--- src/rtl/xcvr_modem_seq_pkg.sv ---
package xcvr_modem_seq_pkg;

  typedef enum logic [2:0] {
    ST_IDLE     = 3'b000,
    ST_TX_SOF   = 3'b001,
    ST_TX_DATA  = 3'b010,
    ST_TX_EOF   = 3'b011,
    ST_RX_PREP  = 3'b100,
    ST_RX_AWAIT = 3'b101,
    ST_RX_BUSY  = 3'b110
  } modemState_e;

  typedef enum logic [1:0] {
    CMD_NONE     = 2'b00,
    CMD_SEND     = 2'b01,
    CMD_LISTEN   = 2'b10,
    CMD_EXCHANGE = 2'b11
  } hostCmd_e;

  // control -> datapath strobes
  typedef struct packed {
    logic loadWait;
    logic countTick;
    logic txDone;
    logic rxDone;
    logic armRx;
    logic backToIdle;
    logic frameErr;
  } seqStrobe_t;

endpackage

--- src/rtl/xcvr_modem_seq_ctrl.sv ---
module xcvr_modem_seq_ctrl
  import xcvr_modem_seq_pkg::*;
(
  input  logic        clk,
  input  logic        rstN,
  input  logic        cmdValid,
  input  logic [1:0]  cmdCode,
  input  logic        stopReq,
  input  logic        ignoreMissingEof,
  input  logic        txSofDone,
  input  logic        txDataDone,
  input  logic        txEofDone,
  input  logic        gridTick,
  input  logic        cardSofDet,
  input  logic        emdFlag,
  input  logic        rxEofOk,
  input  logic        rxNoEof,
  input  logic        waitZero,
  output modemState_e stateQ,
  output seqStrobe_t  strobe
);

  modemState_e stateD;
  logic        exchangeQ, exchangeD;

  always_comb begin
    stateD    = stateQ;
    exchangeD = exchangeQ;
    strobe    = '0;
    if (stopReq && (stateQ != ST_IDLE)) begin
      // host stop wins over every handshake
      stateD            = ST_IDLE;
      strobe.backToIdle = 1'b1;
    end else begin
      unique case (stateQ)
        ST_IDLE: begin
          if (cmdValid) begin
            case (hostCmd_e'(cmdCode))
              CMD_SEND: begin
                stateD    = ST_TX_SOF;
                exchangeD = 1'b0;
              end
              CMD_EXCHANGE: begin
                stateD    = ST_TX_SOF;
                exchangeD = 1'b1;
              end
              CMD_LISTEN: begin
                stateD          = ST_RX_PREP;
                strobe.loadWait = 1'b1;
              end
              default: ;
            endcase
          end
        end
        ST_TX_SOF: begin
          if (txSofDone) stateD = ST_TX_DATA;
        end
        ST_TX_DATA: begin
          if (txDataDone) begin
            stateD        = ST_TX_EOF;
            strobe.txDone = 1'b1;
          end
        end
        ST_TX_EOF: begin
          if (txEofDone) begin
            if (exchangeQ) begin
              stateD          = ST_RX_PREP;
              strobe.loadWait = 1'b1;
            end else begin
              stateD            = ST_IDLE;
              strobe.backToIdle = 1'b1;
            end
          end
        end
        ST_RX_PREP: begin
          if (gridTick) begin
            if (waitZero) begin
              stateD       = ST_RX_AWAIT;
              strobe.armRx = 1'b1;
            end else begin
              strobe.countTick = 1'b1;
            end
          end
        end
        ST_RX_AWAIT: begin
          if (cardSofDet) stateD = ST_RX_BUSY;
        end
        ST_RX_BUSY: begin
          if (emdFlag) begin
            stateD = ST_RX_AWAIT;
          end else if (rxEofOk || rxNoEof) begin
            stateD            = ST_IDLE;
            strobe.rxDone     = 1'b1;
            strobe.backToIdle = 1'b1;
            strobe.frameErr   = !rxEofOk && !ignoreMissingEof;
          end
        end
        default: begin
          stateD            = ST_IDLE;
          strobe.backToIdle = 1'b1;
        end
      endcase
    end
  end

  always_ff @(posedge clk or negedge rstN) begin
    if (!rstN) begin
      stateQ    <= ST_IDLE;
      exchangeQ <= 1'b0;
    end else begin
      stateQ    <= stateD;
      exchangeQ <= exchangeD;
    end
  end

endmodule

--- src/rtl/xcvr_modem_seq_dp.sv ---
module xcvr_modem_seq_dp
  import xcvr_modem_seq_pkg::*;
#(
  parameter int WAIT_W = 8
) (
  input  logic              clk,
  input  logic              rstN,
  input  seqStrobe_t        strobe,
  input  logic [WAIT_W-1:0] rxWait,
  output logic              waitZero,
  output logic              txIrq,
  output logic              rxIrq,
  output logic              idleIrq,
  output logic              rxStart,
  output logic              framingErr
);

  logic [WAIT_W-1:0] waitCnt;

  always_ff @(posedge clk or negedge rstN) begin
    if (!rstN)                 waitCnt <= '0;
    else if (strobe.loadWait)  waitCnt <= rxWait;
    else if (strobe.countTick) waitCnt <= waitCnt - 1'b1;
  end

  assign waitZero = (waitCnt == '0);

  // pulses line up with the first cycle of the new state
  always_ff @(posedge clk or negedge rstN) begin
    if (!rstN) begin
      txIrq      <= 1'b0;
      rxIrq      <= 1'b0;
      idleIrq    <= 1'b0;
      rxStart    <= 1'b0;
      framingErr <= 1'b0;
    end else begin
      txIrq      <= strobe.txDone;
      rxIrq      <= strobe.rxDone;
      idleIrq    <= strobe.backToIdle;
      rxStart    <= strobe.armRx;
      framingErr <= strobe.frameErr;
    end
  end

endmodule

--- src/rtl/xcvr_modem_seq.sv ---
module xcvr_modem_seq
  import xcvr_modem_seq_pkg::*;
#(
  parameter int WAIT_W = 8
) (
  input  logic              clk,
  input  logic              rstN,
  input  logic              cmdValid,
  input  logic [1:0]        cmdCode,
  input  logic              stopReq,
  input  logic [WAIT_W-1:0] rxWait,
  input  logic              ignoreMissingEof,
  input  logic              txSofDone,
  input  logic              txDataDone,
  input  logic              txEofDone,
  input  logic              gridTick,
  input  logic              cardSofDet,
  input  logic              emdFlag,
  input  logic              rxEofOk,
  input  logic              rxNoEof,
  output logic [2:0]        modemState,
  output logic              txIrq,
  output logic              rxIrq,
  output logic              idleIrq,
  output logic              rxStart,
  output logic              framingErr
);

  modemState_e stateQ;
  seqStrobe_t  strobe;
  logic        waitZero;

  xcvr_modem_seq_ctrl ctrl_i (
    .clk(clk), .rstN(rstN), .cmdValid(cmdValid), .cmdCode(cmdCode),
    .stopReq(stopReq), .ignoreMissingEof(ignoreMissingEof),
    .txSofDone(txSofDone), .txDataDone(txDataDone), .txEofDone(txEofDone),
    .gridTick(gridTick), .cardSofDet(cardSofDet), .emdFlag(emdFlag),
    .rxEofOk(rxEofOk), .rxNoEof(rxNoEof), .waitZero(waitZero),
    .stateQ(stateQ), .strobe(strobe)
  );

  xcvr_modem_seq_dp #(.WAIT_W(WAIT_W)) dp_i (
    .clk(clk), .rstN(rstN), .strobe(strobe), .rxWait(rxWait),
    .waitZero(waitZero), .txIrq(txIrq), .rxIrq(rxIrq), .idleIrq(idleIrq),
    .rxStart(rxStart), .framingErr(framingErr)
  );

  assign modemState = stateQ;

endmodule

--- config.mk ---
export PLATFORM = sky130hd
export DESIGN_NAME = xcvr_modem_seq
export DESIGN_NICKNAME = d
export VERILOG_FILES = /design/src/rtl/xcvr_modem_seq_pkg.sv /design/src/rtl/xcvr_modem_seq_ctrl.sv /design/src/rtl/xcvr_modem_seq_dp.sv /design/src/rtl/xcvr_modem_seq.sv
export SDC_FILE = /design/constraint.sdc
export NUM_CORES = 1
export LEC_CHECK = 0
export BUFFER_PORTS_ARGS = -buffer_cell sky130_fd_sc_hd__buf_2
export CORE_ASPECT_RATIO = 0.7
export CORE_MARGIN = 3
export CORE_UTILIZATION = 58
export CTS_BUF_LIST = sky130_fd_sc_hd__clkbuf_8
export DETAILED_ROUTE_END_ITERATION = 10
export PLACE_DENSITY_LB_ADDON = 0.15
export SYNTH_ARGS = -nofsm -noshare
export SYNTH_HDL_FRONTEND = slang
export SYNTH_SLANG_ARGS = --single-unit
--- constraint.sdc ---
create_clock -name clk -period 2.5 [get_ports clk]
set_input_delay 0.5 -clock clk [delete_from_list [all_inputs] [get_ports clk]]
set_output_delay 0.5 -clock clk [all_outputs]
set_load 0.1 [all_outputs]
==> results.sh <==
export IMPL_vias=1034
export IMPL_synthTopCellsByArea="dfrtp_1, nor2_1, a21oi_1, nand2_1, xnor2_1"
export IMPL_clkTransAtPathRegs_ps=70
export IMPL_viasPerCell=5.94
export IMPL_die_area_mm2=0.00253
export IMPL_first_iter_violations=54
export IMPL_wl_per_cell_um=14.1
export IMPL_antennaDiodeCount=0
export IMPL_post_cts_resized=0
export IMPL_netlist_area_mm2=0.00113
export IMPL_synth_seq_area_share=0.376
export IMPL_grt_ovfl_total=0
export IMPL_drv_cap=0
export IMPL_cts_buffers=3
export IMPL_status="finished clean"
export IMPL_pre_cts_slack_ps=564
export IMPL_antenna_found_initial=0
export IMPL_drcViolationCount=0
export IMPL_clk_insertion_delay_late_ps=250
export IMPL_dp_hpwl_um=1870
export IMPL_max_slew_margin_rel=0.643
export IMPL_hold_viol_final=0
export IMPL_cts_setup_buffers=0
export IMPL_start_util=0.662
export IMPL_cp_data_required_time_ps=2000
export IMPL_path_class="reg2out"
export IMPL_worst_path_max_fanout=18
export IMPL_yosys_warnings=0
export IMPL_place_congestion=0.949
export IMPL_dieWidth_um=58.8
export IMPL_grt_first_pass_wirelength_um=3970
export IMPL_cp_arrival_ps=1470
export IMPL_fin_crit_ps=1970
export IMPL_cpPeakStageDelay_ps=680
export IMPL_drive_gt1_frac=0.307
export IMPL_cp_top_family="flip-flops"
export IMPL_min_path_type="in2async"
export IMPL_chipHeight_um=43.0
export IMPL_clk_path_buf_depth=2
export IMPL_wl_um=2460
export IMPL_yosysTopAreaCell="dfrtp_1"
export IMPL_synth_ff_latch_count=17
export IMPL_final_cell_mix="buf_2, dfrtp_1, nor2_1"
export IMPL_synthesis_nets=151
export IMPL_utilization=0.769
export IMPL_r2r_slack_ps=560
export IMPL_crit_buf_inv=1
export IMPL_synth_top_cell_area_share=0.376
export IMPL_timing_rr_start="ctrl_i.stateQ[1]"
export IMPL_critPathCaptureType="output pin"
export IMPL_grt_max_degree=19
export IMPL_slew_viol_final=0
export IMPL_grt_pass1_vias=917
export IMPL_p_leak_nw=0.578
export IMPL_ant_nets=0
export IMPL_tightest_slew_ps=535
export IMPL_core_mm2=0.00171
export IMPL_synthCells=126
export IMPL_ir_drop_mv=1.22
export IMPL_finalSetupTns_ps=0
export IMPL_final_common_cell="buf_2"
export IMPL_grtUsageTotal=0.205
export IMPL_rsz0062_at_grt="false"
export IMPL_io_buffers=30
export IMPL_setup_viol=0
export IMPL_clock_sinks=17
export IMPL_worst_path_stages=1
export IMPL_cts_root_buf="clkbuf_8"
export IMPL_worst_slack_ps=533
export IMPL_synth_ff_type="dfrtp_1"
export IMPL_max_freq_ghz=0.508
export IMPL_syn_avg_cell_area_um2=8.99
export IMPL_crit_path_start_kind="register"
export IMPL_cts_hold_buffers=0
export IMPL_cts_tree="built"
export IMPL_power_density_mw_per_mm2=1140
export IMPL_cp_slowest_cell="dfrtp_1"
export IMPL_htreeDepth=1
export IMPL_path_cells="buf_2"
export IMPL_ys_async_sr_fraction=1.00
export IMPL_io_pins=31
export IMPL_firstDrtPassIters=5
export IMPL_area_growth_pct=16.2
export IMPL_synth_edff_count=0
export IMPL_min_period_over_period=0.787
export IMPL_r2r_cells=4
export IMPL_yosysUniqueCellTypes=44
export IMPL_num_rows=12
export IMPL_finalNetCount=179
export IMPL_worst_clock_skew_ps=5.74
export IMPL_power_mw=1.50
export IMPL_r2r_end="dp_i.waitCnt[0]"
cell usage after synthesis, types with 3 or more instances:
cell	count
dfrtp_1	17
nor2_1	15
nand2_1	11
a21oi_1	10
inv_1	6
nand3_1	5
buf_2	4
nand2b_1	4
o21ai_0	4
xnor2_1	4
nor4_1	3
or2_2	3
state kept, by name, summed over array words and instances, names as in the netlist:
register,cells
ctrl_i.exchangeQ,1
ctrl_i.stateQ,3
dp_i.framingErr,1
dp_i.idleIrq,1
dp_i.rxIrq,1
dp_i.rxStart,1
dp_i.txIrq,1
dp_i.waitCnt,8
kinds of logic (layout without fill, tap and decap cells):
logic type / count (synthesis) / count (layout) / share of synthesized area
fa+ha+maj: 2 / 2 / 0.0221
buf+inv: 13 / 40 / 0.0541
simple gates: 57 / 57 / 0.303
compound gates: 29 / 29 / 0.180
flops: 17 / 17 / 0.376
mux: 2 / 2 / 0.0188
xor+xnor: 6 / 6 / 0.0464
cell type report:
class | instances | area [um2]
flip-flops and latches | 17 | 425
well taps | 21 | 26.3
repair buffers | 30 | 150
inverters | 6 | 22.5
clock buffers | 3 | 41.3
clock inverters | 1 | 5.00
multi-input cells | 96 | 646
fillers | 129 | 395
power breakdown:
part	internal (mW)	switching (mW)	total (mW)	leakage, nW
registers	0.376	0.185	0.562	0.210
clock network	0.110	0.0932	0.204	0.0255
logic	0.257	0.478	0.735	0.342
through the flow:
step                      hold WS [ps]  instances  cell area [um2]
after CTS                          168        174             1320
final                              149        174             1320
after detailed placement           439        170             1270
after global routing               189        174             1320
after global placement             430        170             1270
after floorplan                    204        126             1130
how the worst max path moves through the flow:
stage / end / startpoint
final: modemState[1] / ctrl_i.stateQ[1]
after global routing: dp_i.waitCnt[0] / ctrl_i.stateQ[0]
after CTS: modemState[1] / ctrl_i.stateQ[1]
after detailed placement: dp_i.waitCnt[0] / ctrl_i.stateQ[1]
after global placement: dp_i.waitCnt[4] / stopReq
after floorplan: dp_i.waitCnt[4] / ctrl_i.stateQ[2]
layer usage:
metal | track usage | part of all wire | routed length (um) | vias up
met3 | 0.0578 | 0.096 | 236 | 4
met4 | 0.0271 | 0.0053 | 13 | 0
li1 | - | - | - | 507
met5 | 0 | 0 | 0 | -
met2 | 0.293 | 0.40 | 994 | 54
met1 | 0.311 | 0.49 | 1220 | 469
(Power assumes the default switching activity.)
